[config.mk]
export PLATFORM = sky130hd
export DESIGN_NAME = nic_dma_core
export DESIGN_NICKNAME = d
export VERILOG_FILES = /design/src/rtl/nic_dma_core.sv
export SDC_FILE = /design/constraint.sdc
export NUM_CORES = 1
export LEC_CHECK = 0
export ABC_CLOCK_PERIOD_IN_PS = 6100
export BUFFER_PORTS_ARGS = -buffer_cell sky130_fd_sc_hd__buf_2
export CAP_MARGIN = 25
export CORE_UTILIZATION = 55
export DETAILED_ROUTE_END_ITERATION = 16
export GPL_TIMING_DRIVEN = 0
export PLACE_DENSITY = 0.76
export SYNTH_ARGS = -nofsm -noshare
export SYNTH_HDL_FRONTEND = slang
export SYNTH_SLANG_ARGS = --single-unit
[constraint.sdc]
create_clock -name clk -period 6.1 [get_ports clk]
set_input_delay 1.22 -clock clk [delete_from_list [all_inputs] [get_ports clk]]
set_output_delay 1.22 -clock clk [all_outputs]
set_load 0.05 [all_outputs]
[src/rtl/nic_dma_core.sv]
`timescale 1ns/1ps
module nic_dma_core #(
  parameter int AW = 32,
  parameter int LW = 16,
  parameter int CW = 8
) (
  input  logic          clk,
  input  logic          rst_n,
  input  logic          reg_we,
  input  logic [4:0]    reg_addr,
  input  logic [31:0]   reg_wdata,
  output logic [31:0]   reg_rdata,
  output logic          dma_req,
  output logic          dma_we,
  output logic [AW-1:0] dma_addr,
  output logic [7:0]    dma_wdata,
  input  logic [7:0]    dma_rdata,
  input  logic          dma_gnt,
  output logic          tx_valid,
  output logic [7:0]    tx_data,
  output logic          tx_last,
  input  logic          tx_ready,
  input  logic          rx_valid,
  input  logic [7:0]    rx_data,
  input  logic          rx_last,
  output logic          rx_ready,
  output logic          irq_tx,
  output logic          irq_rx
);
  localparam logic [4:0] A_TXB = 5'h00, A_TXL = 5'h04, A_TXT = 5'h08, A_RXB = 5'h0C,
                         A_RXL = 5'h10, A_RXA = 5'h14, A_STA = 5'h18, A_CLR = 5'h1C;

  logic [AW-1:0] tx_base, rx_base, tx_ptr, rx_waddr;
  logic [LW-1:0] tx_len, rx_len, tx_rem, rx_cnt;
  logic [CW-1:0] drops;
  logic [7:0]    tx_byte, rx_byte;
  logic tx_busy, tx_full, tx_end, rx_armed, rx_full, rx_end, in_pkt, pkt_drop, err, ovf;

  wire       go_wr   = reg_we && reg_addr == A_TXT && reg_wdata[0];
  wire       arm_wr  = reg_we && reg_addr == A_RXA && reg_wdata[0];
  wire [3:0] clr     = (reg_we && reg_addr == A_CLR) ? reg_wdata[3:0] : 4'b0;
  wire       tx_want = tx_busy && !tx_full && tx_rem != '0;
  wire       tx_fetch = tx_want && !rx_full && dma_gnt;
  wire       tx_done = tx_full && tx_ready && tx_end;
  wire       tx_zero = go_wr && !tx_busy && tx_len == '0;
  wire       rx_take = rx_valid && rx_ready;
  wire       dropping = in_pkt ? pkt_drop : !rx_armed;
  wire       rx_room = rx_cnt < rx_len;
  wire       rx_store = rx_take && !dropping && rx_room;
  wire       rx_complete = rx_end && !rx_full;

  assign dma_req   = rx_full || tx_want;
  assign dma_we    = rx_full;
  assign dma_addr  = rx_full ? rx_waddr : tx_ptr;
  assign dma_wdata = rx_byte;
  assign tx_valid  = tx_full;
  assign tx_data   = tx_byte;
  assign tx_last   = tx_full && tx_end;
  assign rx_ready  = !rx_full && !rx_end;

  always_comb begin
    reg_rdata = '0;
    case (reg_addr)
      A_TXB: reg_rdata = 32'(tx_base);
      A_TXL: reg_rdata = 32'(tx_len);
      A_TXT: reg_rdata = {31'b0, tx_busy};
      A_RXB: reg_rdata = 32'(rx_base);
      A_RXL: reg_rdata = 32'(rx_len);
      A_RXA: reg_rdata = {31'b0, rx_armed};
      A_STA: reg_rdata = {16'(rx_cnt), 8'(drops), 2'b0, ovf, err, irq_rx, irq_tx, rx_armed, tx_busy};
      default: reg_rdata = '0;
    endcase
  end

  always_ff @(posedge clk or negedge rst_n) begin
    if (!rst_n) begin
      tx_base <= '0; tx_len <= '0; rx_base <= '0; rx_len <= '0;
    end else if (reg_we) begin
      if (reg_addr == A_TXB) tx_base <= reg_wdata[AW-1:0];
      if (reg_addr == A_TXL) tx_len  <= reg_wdata[LW-1:0];
      if (reg_addr == A_RXB) rx_base <= reg_wdata[AW-1:0];
      if (reg_addr == A_RXL) rx_len  <= reg_wdata[LW-1:0];
    end
  end

  always_ff @(posedge clk or negedge rst_n) begin
    if (!rst_n) begin
      tx_busy <= 1'b0; tx_full <= 1'b0; tx_end <= 1'b0;
      tx_ptr <= '0; tx_rem <= '0; tx_byte <= '0; irq_tx <= 1'b0;
    end else begin
      if (go_wr && !tx_busy && tx_len != '0) begin
        tx_busy <= 1'b1;
        tx_ptr  <= tx_base;
        tx_rem  <= tx_len;
      end
      if (tx_fetch) begin
        tx_full <= 1'b1;
        tx_byte <= dma_rdata;
        tx_end  <= tx_rem == LW'(1);
        tx_ptr  <= tx_ptr + 1'b1;
        tx_rem  <= tx_rem - 1'b1;
      end
      if (tx_full && tx_ready) tx_full <= 1'b0;
      if (tx_done) tx_busy <= 1'b0;
      if (tx_done || tx_zero) irq_tx <= 1'b1;
      else if (clr[0]) irq_tx <= 1'b0;
    end
  end

  always_ff @(posedge clk or negedge rst_n) begin
    if (!rst_n) begin
      rx_armed <= 1'b0; rx_full <= 1'b0; rx_end <= 1'b0; in_pkt <= 1'b0; pkt_drop <= 1'b0;
      rx_cnt <= '0; rx_waddr <= '0; rx_byte <= '0; drops <= '0;
      irq_rx <= 1'b0; err <= 1'b0; ovf <= 1'b0;
    end else begin
      if (arm_wr && !rx_armed) begin
        rx_armed <= 1'b1;
        rx_cnt   <= '0;
      end
      if (rx_take) begin
        in_pkt <= !rx_last;
        if (!in_pkt) pkt_drop <= !rx_armed;
        if (rx_last && dropping) drops <= drops + 1'b1;
        if (rx_last && !dropping) rx_end <= 1'b1;
      end
      if (rx_store) begin
        rx_full  <= 1'b1;
        rx_byte  <= rx_data;
        rx_waddr <= rx_base + AW'(rx_cnt);
        rx_cnt   <= rx_cnt + 1'b1;
      end
      if (rx_full && dma_gnt) rx_full <= 1'b0;
      if (rx_complete) begin
        rx_armed <= 1'b0;
        rx_end   <= 1'b0;
      end
      if (rx_complete) irq_rx <= 1'b1;
      else if (clr[1]) irq_rx <= 1'b0;
      if ((go_wr && tx_busy) || (arm_wr && rx_armed)) err <= 1'b1;
      else if (clr[2]) err <= 1'b0;
      if (rx_take && !dropping && !rx_room) ovf <= 1'b1;
      else if (clr[3]) ovf <= 1'b0;
    end
  end
endmodule

Yosys cells after proc, flatten, opt, wreduce, memory -nomap -nowiden. Index checks and enable logic that the tools add are counted.

Output and inout bits: 87. Input bits: 60. ROM bits: 0. Bits in writable memories: 0. Bits in latches: 0. Register bits after elaboration: 228. Logic and storage cells: 126. Memories: 0.

Order comparisons: 1. Shifts and indexed selects: 0. $mul: 0. Mux-type cells: 29. Bitwise gates (word level): 0. Equality and inequality tests: 8. Add/subtract/negate cells: 5. Reductions and logical operators: 60. Divide/modulo/power cells: 0.

Operators by type and width (count): case mux 32 bit (7 select lines) (1); 2-to-1 mux 32 bit (3); 2-to-1 mux 16 bit (4); adder 32 x 1 -> 32 bit, second input constant (1); adder 32 x 16 -> 32 bit (1); nonzero test 16 bit (2); logical AND 1 bit (27); nonzero test 2 bit (12); equality test 5 bit, second input constant (4); 2-to-1 mux 1 bit (20); adder 16 x 1 -> 16 bit, second input constant (1); equality test 16 x 1 -> 1 bit, second input constant (1); logical NOT 16 bit (1); < comparator 16 bit (1); subtractor 16 x 1 -> 16 bit, second input constant (1); AND reduction 2 bit (6); equality test 5 x 4 -> 1 bit, second input constant (2); adder 8 x 1 -> 8 bit, second input constant (1); logical NOT 1 bit (8); equality test 5 x 3 -> 1 bit, second input constant (1); logical NOT 5 bit (1); 2-to-1 mux 4 bit (1); logical OR 1 bit (3).

Depth between registers and ports, before layout. Gate-level depths: netlist of the first run.

Word-level depth: 7. Mapped depth: 12. Gate-level depth less buffers: 9.

Worst setup path before layout of the first run. No wires, ideal clock.

Path type: in2out. Start: in reg_addr[1]. End: out reg_rdata[3]. Data arrival time: 3374 ps. Cell stages on the path: 5. Buffers on the path: 2. Required time: 4880 ps. Path slack: 1506 ps. Cell sequence: nor4_1 > clkbuf_1 > clkbuf_1 > a22oi_1 > o21ai_0.

Longest elaborated chain between the ends: 2. Elaborated cells between the ends (all ways): 8. Classes of those cells: eq/ne: 6; mux: 1; reduce/logical: 1.

Ends and longest elaborated chain: start, declared (RTL line 10) `input logic [4:0] reg_addr,`; equality test 5 bit (tied with other cells) (RTL line 63) `case (reg_addr)`; case mux 32 bit (7 select lines) * (RTL line 63); end, declared (RTL line 12) `output logic [31:0] reg_rdata,`.

Mark *: on every way between the ends. The rest lies on a longest branch, timed or not.

Worst setup path after layout of the first run.
Start: in reg_addr[1]. End: out reg_rdata[13].

Same word-level chain as after synthesis.

==> key figures, run 1 <==
Worst setup path
  – Critical-path maximum fanout: 10
  – Critical Path Sink Type: output port
  – Number of logic stages on the critical path including buffering: 9
  – Maximum single-stage delay on the critical path: ~0.48 ns
  – Type of element launching the critical path: input port
  – Worst Path Required: roughly 4.9 ns
  – Cell-by-cell trace of the critical path: buf_2 > nor4_1 > clkbuf_1 > and2_1 > clkbuf_1 > a22o_1 > a21oi_1 > o21ai_0 > buf_2
  – Crit path max-delay family: buffers and inverters
  – CP max-delay cell: sky130_fd_sc_hd__clkbuf_1
  – Depth of the worst register-to-register path: 11
  – Critical setup path kind: in -> out
  – Buf+Inv Stages, Crit Path: 4
  – Critical Path AT: between 3 and 4 ns

Cells and area
  – Fin util: around two thirds
  – Fraction of layout cells with a size suffix above 1: a little under a quarter
  – Relative area change from synthesis to final layout: 15.67%
  – Commonest non-fill, non-tap cell in the layout: sky130_fd_sc_hd__dfrtp_1
  – Count of antenna diodes in the layout: 0
  – Final Cell Area: approximately 0.014 mm²
  – Number of nets in the finished design: around 1500
  – FILL cells: about 1800
  – Commonest non-fill, non-tap cells in the layout: sky130_fd_sc_hd__dfrtp_1 (228), sky130_fd_sc_hd__nand2_1 (204), sky130_fd_sc_hd__buf_2 (155)

Power and ir drop
  – Leakage dissipation: 6.800 nW
  – Clock network fraction of design power: ~25%
  – Int Power: 3.387 mW
  – Total power density per cell area: between 400 and 500 mW/mm²
  – Combinational share of power: 35.3%
  – Net Sw Frac: between 40% and 50%
  – Net switching component of the power: around 2.5 mW
  – Register share of total power: approximately two fifths
  – Maximum vdd ir drop: ~230 µV

Drt
  – Violation count after the first detailed-routing iteration: between 1000 and 1500
  – Number of remaining DRC errors: 0
  – DR vias/cell: between 6 and 7
  – Vias post-DR: about 11000
  – Count of nets left with antenna violations after detail routing: 0
  – Wirelength per Cell: about 22 µm
  – Pre-antenna DRT Iters: 8
  – Detailed Route WL: approximately 39 mm

Global routing
  – Number of global-route vias before repair: approximately 10000
  – Maximum number of pins on one net before global-route repair: 100
  – GRT Residual Overflow: 0
  – Number of antenna violations at the first check in global routing: 0
  – Wire length of the first global-routing pass: between 50 and 60 mm
  – All-layer global routing usage: between 30% and 40%

Die
  – Boundary pin count: about 150
  – Die width: 151.6 µm
  – Rows: 54
  – Chip Height: about 150 µm
  – Full die area: around 0.023 mm²
  – Floorplan Core Area: roughly 0.022 mm²
  – Initial core utilization: between 50% and 60%

Timing
  – Setup repair after global routing missed its margin: false
  – Crit path time final: just over 5 ns
  – Transition time at the pin with the least slew margin: 0.8638 ns
  – Max Clock Skew: ~0.014 ns
  – F_max: ~200 MHz
  – Worst-case headroom to the max-slew limit: a little over two fifths
  – Setup slack of the critical path after layout: a little under 1 ns
  – Number of slew-limit violations in the final report: 0
  – Count of final hold-check violations: 0
  – Final setup violating endpoints: 0
  – Period utilization: around 84%

Placement
  – Last weighted congestion value of the routability-driven placer: 0.9312
  – Worst slack after detailed placement: around 1.1 ns
  – Number of input and output port buffers inserted: 146
  – Placement-stage cell area: between 0.01 and 0.015 mm²
  – Detailed-placement wirelength estimate: between 20 and 30 mm

CTS
  – Number of levels the H-tree was split into: 1
  – Clock edge transition at the registers on the reported setup and hold paths: about 0.06 ns
  – TritonCTS Buffers: 25
  – Num Clock Sinks: 228
  – Clock latency on the worst-skew pair: about 0.53 ns
  – Buffer type at the clock tree root: sky130_fd_sc_hd__clkbuf_16
  – Clk buf depth: 3
  – CTS-repair resized insts: 0
  – TritonCTS clock tree: yes
  – Cts-stage hold buffer count: 0
  – Number of buffers added for setup after CTS: 0

Synth
  – Flip-flop and latch count after synthesis: 228
  – Most used flip-flop cell after synthesis: sky130_fd_sc_hd__dfrtp_1
  – Synth async-reset ratio: between 90% and 100%
  – Cell count after synthesis: about 1300
  – Number of enable flip-flop cells after synthesis: 0
  – Sequential share of the synthesized area: between 40% and 50%
  – Cell area after technology mapping: ~0.012 mm²
  – Post-synthesis average cell area: around 10 µm²
  – Count of unique library cells instantiated by Yosys: 65
  – Total nets after synthesis: between 1000 and 1500
  – Yosys synthesis warning count: 0

Run
  – Max Cap Violations: 0

Hold path
  – Min-Delay Path Class: reg -> reg
  – Hold depth: 2

Outcome
  – Outcome: completed
==> synthesized netlist by cell type (all sizes together) (3+ instances only) <==
cell type / count / share of area (%)
dfrtp: 228 / 46
nand2: 206 / 6.3
o21ai: 111 / 4.5
mux2: 110 / 10
inv: 48 / 1.5
nor2: 48 / 1.5
a21oi: 47 / 1.9
nand3: 40 / 1.6
clkbuf: 37 / 1.1
ha: 36 / 3.7
buf: 27 / 1.2
xnor2: 27 / 1.9
and3: 26 / 1.3
a21o: 18 / 1.1
a222oi: 18 / 1.5
nor3: 18 / 0.73
a221o: 16 / 1.3
a22o: 16 / 1.1
nor4: 16 / 0.81
a22oi: 15 / 0.91
o311ai: 14 / 1.0
o211ai: 13 / 0.79
nand4: 12 / 0.61
xor2: 12 / 0.85
a211oi: 7 / 0.43
and2: 7 / 0.36
nor2b: 7 / 0.36
nor3b: 7 / 0.43
nand2b: 6 / 0.30
o22ai: 6 / 0.30
or3: 6 / 0.30
o21a: 5 / 0.37
or2: 5 / 0.25
a311oi: 4 / 0.28
o41ai: 4 / 0.28
and4: 3 / 0.21
o21bai: 3 / 0.18
or4: 3 / 0.21
==> per-stage QoR <==
stage | cells | TNS (ns) | hold WS, ns | power [mW]
2_1_floorplan | 1259 | 0 | 0.4401 | 3.717
3_3_place_gp | 1685 | -30.30 | 0.4516 | 4.317
6_report | 1733 | 0 | 0.4706 | 5.857
4_1_cts | 1733 | 0 | 0.4746 | 5.835
5_1_grt | 1733 | 0 | 0.4945 | 6.136
3_5_place_dp | 1687 | 0 | 0.4611 | 4.384
==> flip-flops by register name, indices dropped and copies added (netlist names), 8 cells and up <==
register	flops
rx_waddr	32
tx_base	32
rx_base	32
tx_len	16
rx_len	16
dma_wdata	8
rx_cnt	16
drops	8
tx_data	8
tx_rem	16
tx_ptr	32
==> area by class of cell <==
class / instances / area (µm²) / area share, %
clock buffers: 33 / 705.7 / 4.954
clock inverters: 13 / 77.57 / 0.5446
flip-flops and latches: 228 / 5705 / 40.05
multi-input cells: 919 / 6140 / 43.10
repair buffers: 148 / 795.8 / 5.586
well taps: 280 / 350.3 / 2.459
plain buffers: 64 / 290.3 / 2.038
inverters: 48 / 180.2 / 1.265
==> metal layers <==
metal / global-route usage (%) / share of wire, % / vias up
met5: 0 / 0 / -
met4: 14.06 / 4.1 / 0
met3: 5.898 / 11 / 119
met2: 51.91 / 45 / 661
met1: 47.48 / 40 / 5407
li1: - / - / 4965
==> logic make-up after synthesis <==
logic type,count (synthesis),share of synthesized area [%]
adders and majority gates,37,3.820
DFF,228,46.33
buffers and inverters,112,3.820
AOI/OAI and AO/OA,318,17.47
and+or+nand+nor,415,15.73
xor gates and xnor gates,39,2.774
muxes,110,10.06
==> power by group through the flow <==
stage	sequential, mW	combinational, mW	clock, mW
2_1_floorplan	2.37	1.35	0
3_3_place_gp	2.32	2.00	0
3_5_place_dp	2.34	2.05	0
4_1_cts	2.31	2.06	1.46
5_1_grt	2.38	2.23	1.53
6_report	2.34	2.07	1.45
==> final timing paths <==
| path | startpoint | to | slack [ns] |
|---|---|---|---|
| max | reg_addr[1] | reg_rdata[13] | 0.99 |
| min in group asynchronous | rst_n | irq_rx$_DFFE_PN0P_ | 0.59 |
| min | tx_data[7]$_DFFE_PN0P_ | tx_data[7]$_DFFE_PN0P_ | 0.47 |
| max reg2reg | rx_cnt[10]$_DFFE_PN0P_ | rx_waddr[25]$_DFFE_PN0P_ | 2.52 |
| max in group asynchronous | rst_n | rx_waddr[28]$_DFFE_PN0P_ | 4.67 |
| min reg2reg | tx_data[7]$_DFFE_PN0P_ | tx_data[7]$_DFFE_PN0P_ | 0.47 |
==> worst register-to-register path, cell delays in order, from the launching register on <==
cell and delay [ns]:
sky130_fd_sc_hd__dfrtp_1 0.54, sky130_fd_sc_hd__ha_1 0.38, sky130_fd_sc_hd__and3_1 0.16, sky130_fd_sc_hd__nand4_1 0.14, sky130_fd_sc_hd__or2_2 0.32, sky130_fd_sc_hd__o32ai_1 0.57
sky130_fd_sc_hd__or3_1 0.29, sky130_fd_sc_hd__buf_2 0.29, sky130_fd_sc_hd__buf_2 0.30, sky130_fd_sc_hd__buf_2 0.33, sky130_fd_sc_hd__nand2_1 0.10, sky130_fd_sc_hd__o21ai_0 0.08
Power figures use the tool's default switching activity.
==> run 2: changes to the inputs <==
==> config.mk (replaced) <==
export PLATFORM = sky130hd
export DESIGN_NAME = nic_dma_core
export DESIGN_NICKNAME = d
export VERILOG_FILES = /design/src/rtl/nic_dma_core.sv
export SDC_FILE = /design/constraint.sdc
export NUM_CORES = 1
export LEC_CHECK = 0
export ABC_CLOCK_PERIOD_IN_PS = 4600
export BUFFER_PORTS_ARGS = -buffer_cell sky130_fd_sc_hd__buf_2
export CAP_MARGIN = 25
export CORE_UTILIZATION = 53
export DETAILED_ROUTE_END_ITERATION = 16
export GPL_TIMING_DRIVEN = 0
export PLACE_DENSITY = 0.77
export SYNTH_ARGS = -nofsm -noshare
export SYNTH_HDL_FRONTEND = slang
export SYNTH_SLANG_ARGS = --single-unit
==> constraint.sdc (replaced) <==
create_clock -name clk -period 4.6 [get_ports clk]
set_input_delay 0.92 -clock clk [delete_from_list [all_inputs] [get_ports clk]]
set_output_delay 0.92 -clock clk [all_outputs]
set_load 0.05 [all_outputs]
==> run 2 against run 1 <==
Compared with the run above:
- power is 36% higher
- sequential share of layout area fell by 0.27 points
- first-iteration DRC count grew 2.3%
- global-route usage decreased by 1.0 points
- die area up 3.7%
- critical endpoint is now reg_rdata[11]
- largest cell class unchanged
- largest power group unchanged
- highest routed layer unchanged
==> key figures, run 2 (synthesis gave the netlist of run 1 again) <==
Placement
  – Placement-stage cell area: ~0.013 mm²
  – Last weighted congestion value of the routability-driven placer: 0.9561
  – Number of input and output port buffers inserted: ~150
  – Detailed-placement wirelength estimate: 28.61 mm
  – Number of placed instances with taps included: approximately 1700

Die
  – Chip Height: 154.4 µm
  – Die width: between 150 and 200 µm
  – Boundary pin count: 147
  – Full die area: 0.02385 mm²
  – Floorplan Core Area: around 0.023 mm²
  – Rows: 55
  – Initial core utilization: a little over half

Power and ir drop
  – Total power density per cell area: around 550 mW/mm²
  – Maximum vdd ir drop: around 570 µV
  – Net Sw Frac: between 40 and 50%
  – Register share of total power: between 30% and 40%
  – Int Power: between 4 and 5 mW
  – Combinational share of power: 34.5%
  – Clock network fraction of design power: between 20% and 30%
  – Leakage dissipation: roughly 6.8 nW
  – Net switching component of the power: about 3.2 mW

Drt
  – Routed wire length on met2: around 18 mm
  – DR vias/cell: ~6.4
  – Top metal layer carrying routed signals: met4
  – Pre-antenna DRT Iters: 6
  – Detailed Route WL: between 30 and 40 mm
  – Number of remaining DRC errors: 0
  – Vias post-DR: approximately 11000
  – Routed length on met1: approximately 16 mm
  – Count of nets left with antenna violations after detail routing: 0
  – Wirelength per Cell: ~22 µm
  – Detailed-routed wire length on met3: ~3.9 mm
  – Violation count after the first detailed-routing iteration: 1224

Outcome
  – Outcome: completed

Worst setup path
  – Reg2Reg Launch Point: rx_cnt[10]$_DFFE_PN0P_
  – Critical Path AT: 3.49 ns
  – Critical Path Sink Type: output port
  – Reg2Reg Setup Slack: 0.96 ns
  – R2r endpoint: rx_waddr[22]$_DFFE_PN0P_
  – Critical setup path kind: in -> out
  – Critical-path maximum fanout: 10
  – Depth of the worst register-to-register path: 11
  – Worst Path Required: 3.68 ns
  – Worst setup path startpoint: reg_addr[1]
  – Type of element launching the critical path: input port

Cells and area
  – FILL cells: approximately 1900
  – Register area: roughly 0.0057 mm²
  – Multi-input gate area in the final layout: between 0.006 and 0.007 mm²
  – Count of antenna diodes in the layout: 0
  – Fin util: 63.16%
  – Final Cell Area: ~0.014 mm²
  – Number of standard cells in the layout, taps in and fillers out: roughly 1700
  – Fraction of layout cells with a size suffix above 1: 22.67%
  – Relative area change from synthesis to final layout: 16.46%
  – Commonest non-fill, non-tap cells in the layout: sky130_fd_sc_hd__dfrtp_1 (228), sky130_fd_sc_hd__nand2_1 (204), sky130_fd_sc_hd__buf_2 (155)
  – Number of nets in the finished design: 1531
  – Commonest non-fill, non-tap cell in the layout: sky130_fd_sc_hd__dfrtp_1

Timing
  – Count of final hold-check violations: 0
  – Setup repair after global routing missed its margin: false
  – Worst-case headroom to the max-slew limit: between 40% and 50%
  – Period utilization: a little over nine tenths
  – Number of slew-limit violations in the final report: 0
  – Max Clock Skew: slightly above 0.008 ns
  – F_max: ~230 MHz
  – Crit path time final: 4.410 ns
  – Final setup violating endpoints: 0
  – Transition time at the pin with the least slew margin: about 0.89 ns
  – Setup Total Neg Slack: 0 ns

Global routing
  – Maximum number of pins on one net before global-route repair: 120
  – All-layer global routing usage: 32.86%
  – Number of antenna violations at the first check in global routing: 0
  – Wire length of the first global-routing pass: 59.96 mm
  – Number of global-route vias before repair: 10502
  – GRT Residual Overflow: 0

CTS
  – TritonCTS clock tree: yes
  – Buffer type at the clock tree root: sky130_fd_sc_hd__clkbuf_16
  – TritonCTS Buffers: 25
  – Number of levels the H-tree was split into: 1
  – Clock latency on the worst-skew pair: around 0.52 ns
  – Clk buf depth: 3
  – Num Clock Sinks: about 230
  – Clock edge transition at the registers on the reported setup and hold paths: 0.06 ns
  – Number of buffers added for setup after CTS: 0

Hold path
  – Min-Delay Path Class: in -> async

Run
  – Max Cap Violations: 0
run 2: cell types whose count changed in the layout (fill, tap and decap cells not counted), sizes merged:
cell / delta
clkinv: -6
clkbuf: +4
bufinv: +3
inv: -2
clkinvlp: -1
run 2: area by class of cell:
class	instances	area share, %
plain buffers	64	2.033
clock buffers	37	5.304
clock inverters	7	0.7851
inverters	48	1.256
multi-input cells	919	42.81
flip-flops and latches	228	39.78
well taps	285	2.486
repair buffers	148	5.548
run 2: worst max-delay path, stage by stage:
cell and delay, ns:
sky130_fd_sc_hd__buf_2 0.12, sky130_fd_sc_hd__nor4_1 0.54, sky130_fd_sc_hd__clkbuf_2 0.36, sky130_fd_sc_hd__and2_1 0.29, sky130_fd_sc_hd__clkbuf_1 0.43, sky130_fd_sc_hd__a22o_1 0.25, sky130_fd_sc_hd__a21oi_1 0.05, sky130_fd_sc_hd__o21ai_0 0.19
sky130_fd_sc_hd__buf_2 0.34
run 2: worst max path at each step:
stage,to,slack (ns),depth (start not counted)
5_1_grt,reg_rdata[11],0.10,9
4_1_cts,reg_rdata[11],0.15,9
2_1_floorplan,reg_rdata[3],0.61,5
3_3_place_gp,rx_waddr[28]$_DFFE_PN0P_,-1.35,1
6_report,reg_rdata[11],0.19,9
3_5_place_dp,reg_rdata[11],0.16,9
run 2: repair_timing:
item                       4_1_cts  5_1_grt
resized for setup                0        2
hold buffers                     0        0
setup endpoints to repair        0        1
run 2: power groups by stage:
stage	Combinational, mW	Sequential, mW	Clock [mW]
floorplan	1.79	3.14	0
global placement	2.65	3.07	0
detailed placement	2.72	3.10	0
CTS	2.73	3.07	2.13
global route	2.97	3.14	2.22
finish	2.74	3.10	2.11
run 2: layer usage:
metal	global-route usage, %	up-vias
met3	5.548	118
met5	0	-
met2	51.52	656
met1	45.15	5364
met4	14.10	0
li1	-	4960
run 2: stage by stage:
stage | hold WS [ns] | setup slack [ns] | total power, mW
global placement | 0.4524 | -1.351 | 5.729
floorplan | 0.4401 | 0.6058 | 4.929
detailed placement | 0.4563 | 0.1598 | 5.818
CTS | 0.4701 | 0.1461 | 7.929
global route | 0.4855 | 0.1027 | 8.329
finish | 0.4045 | 0.1898 | 7.951
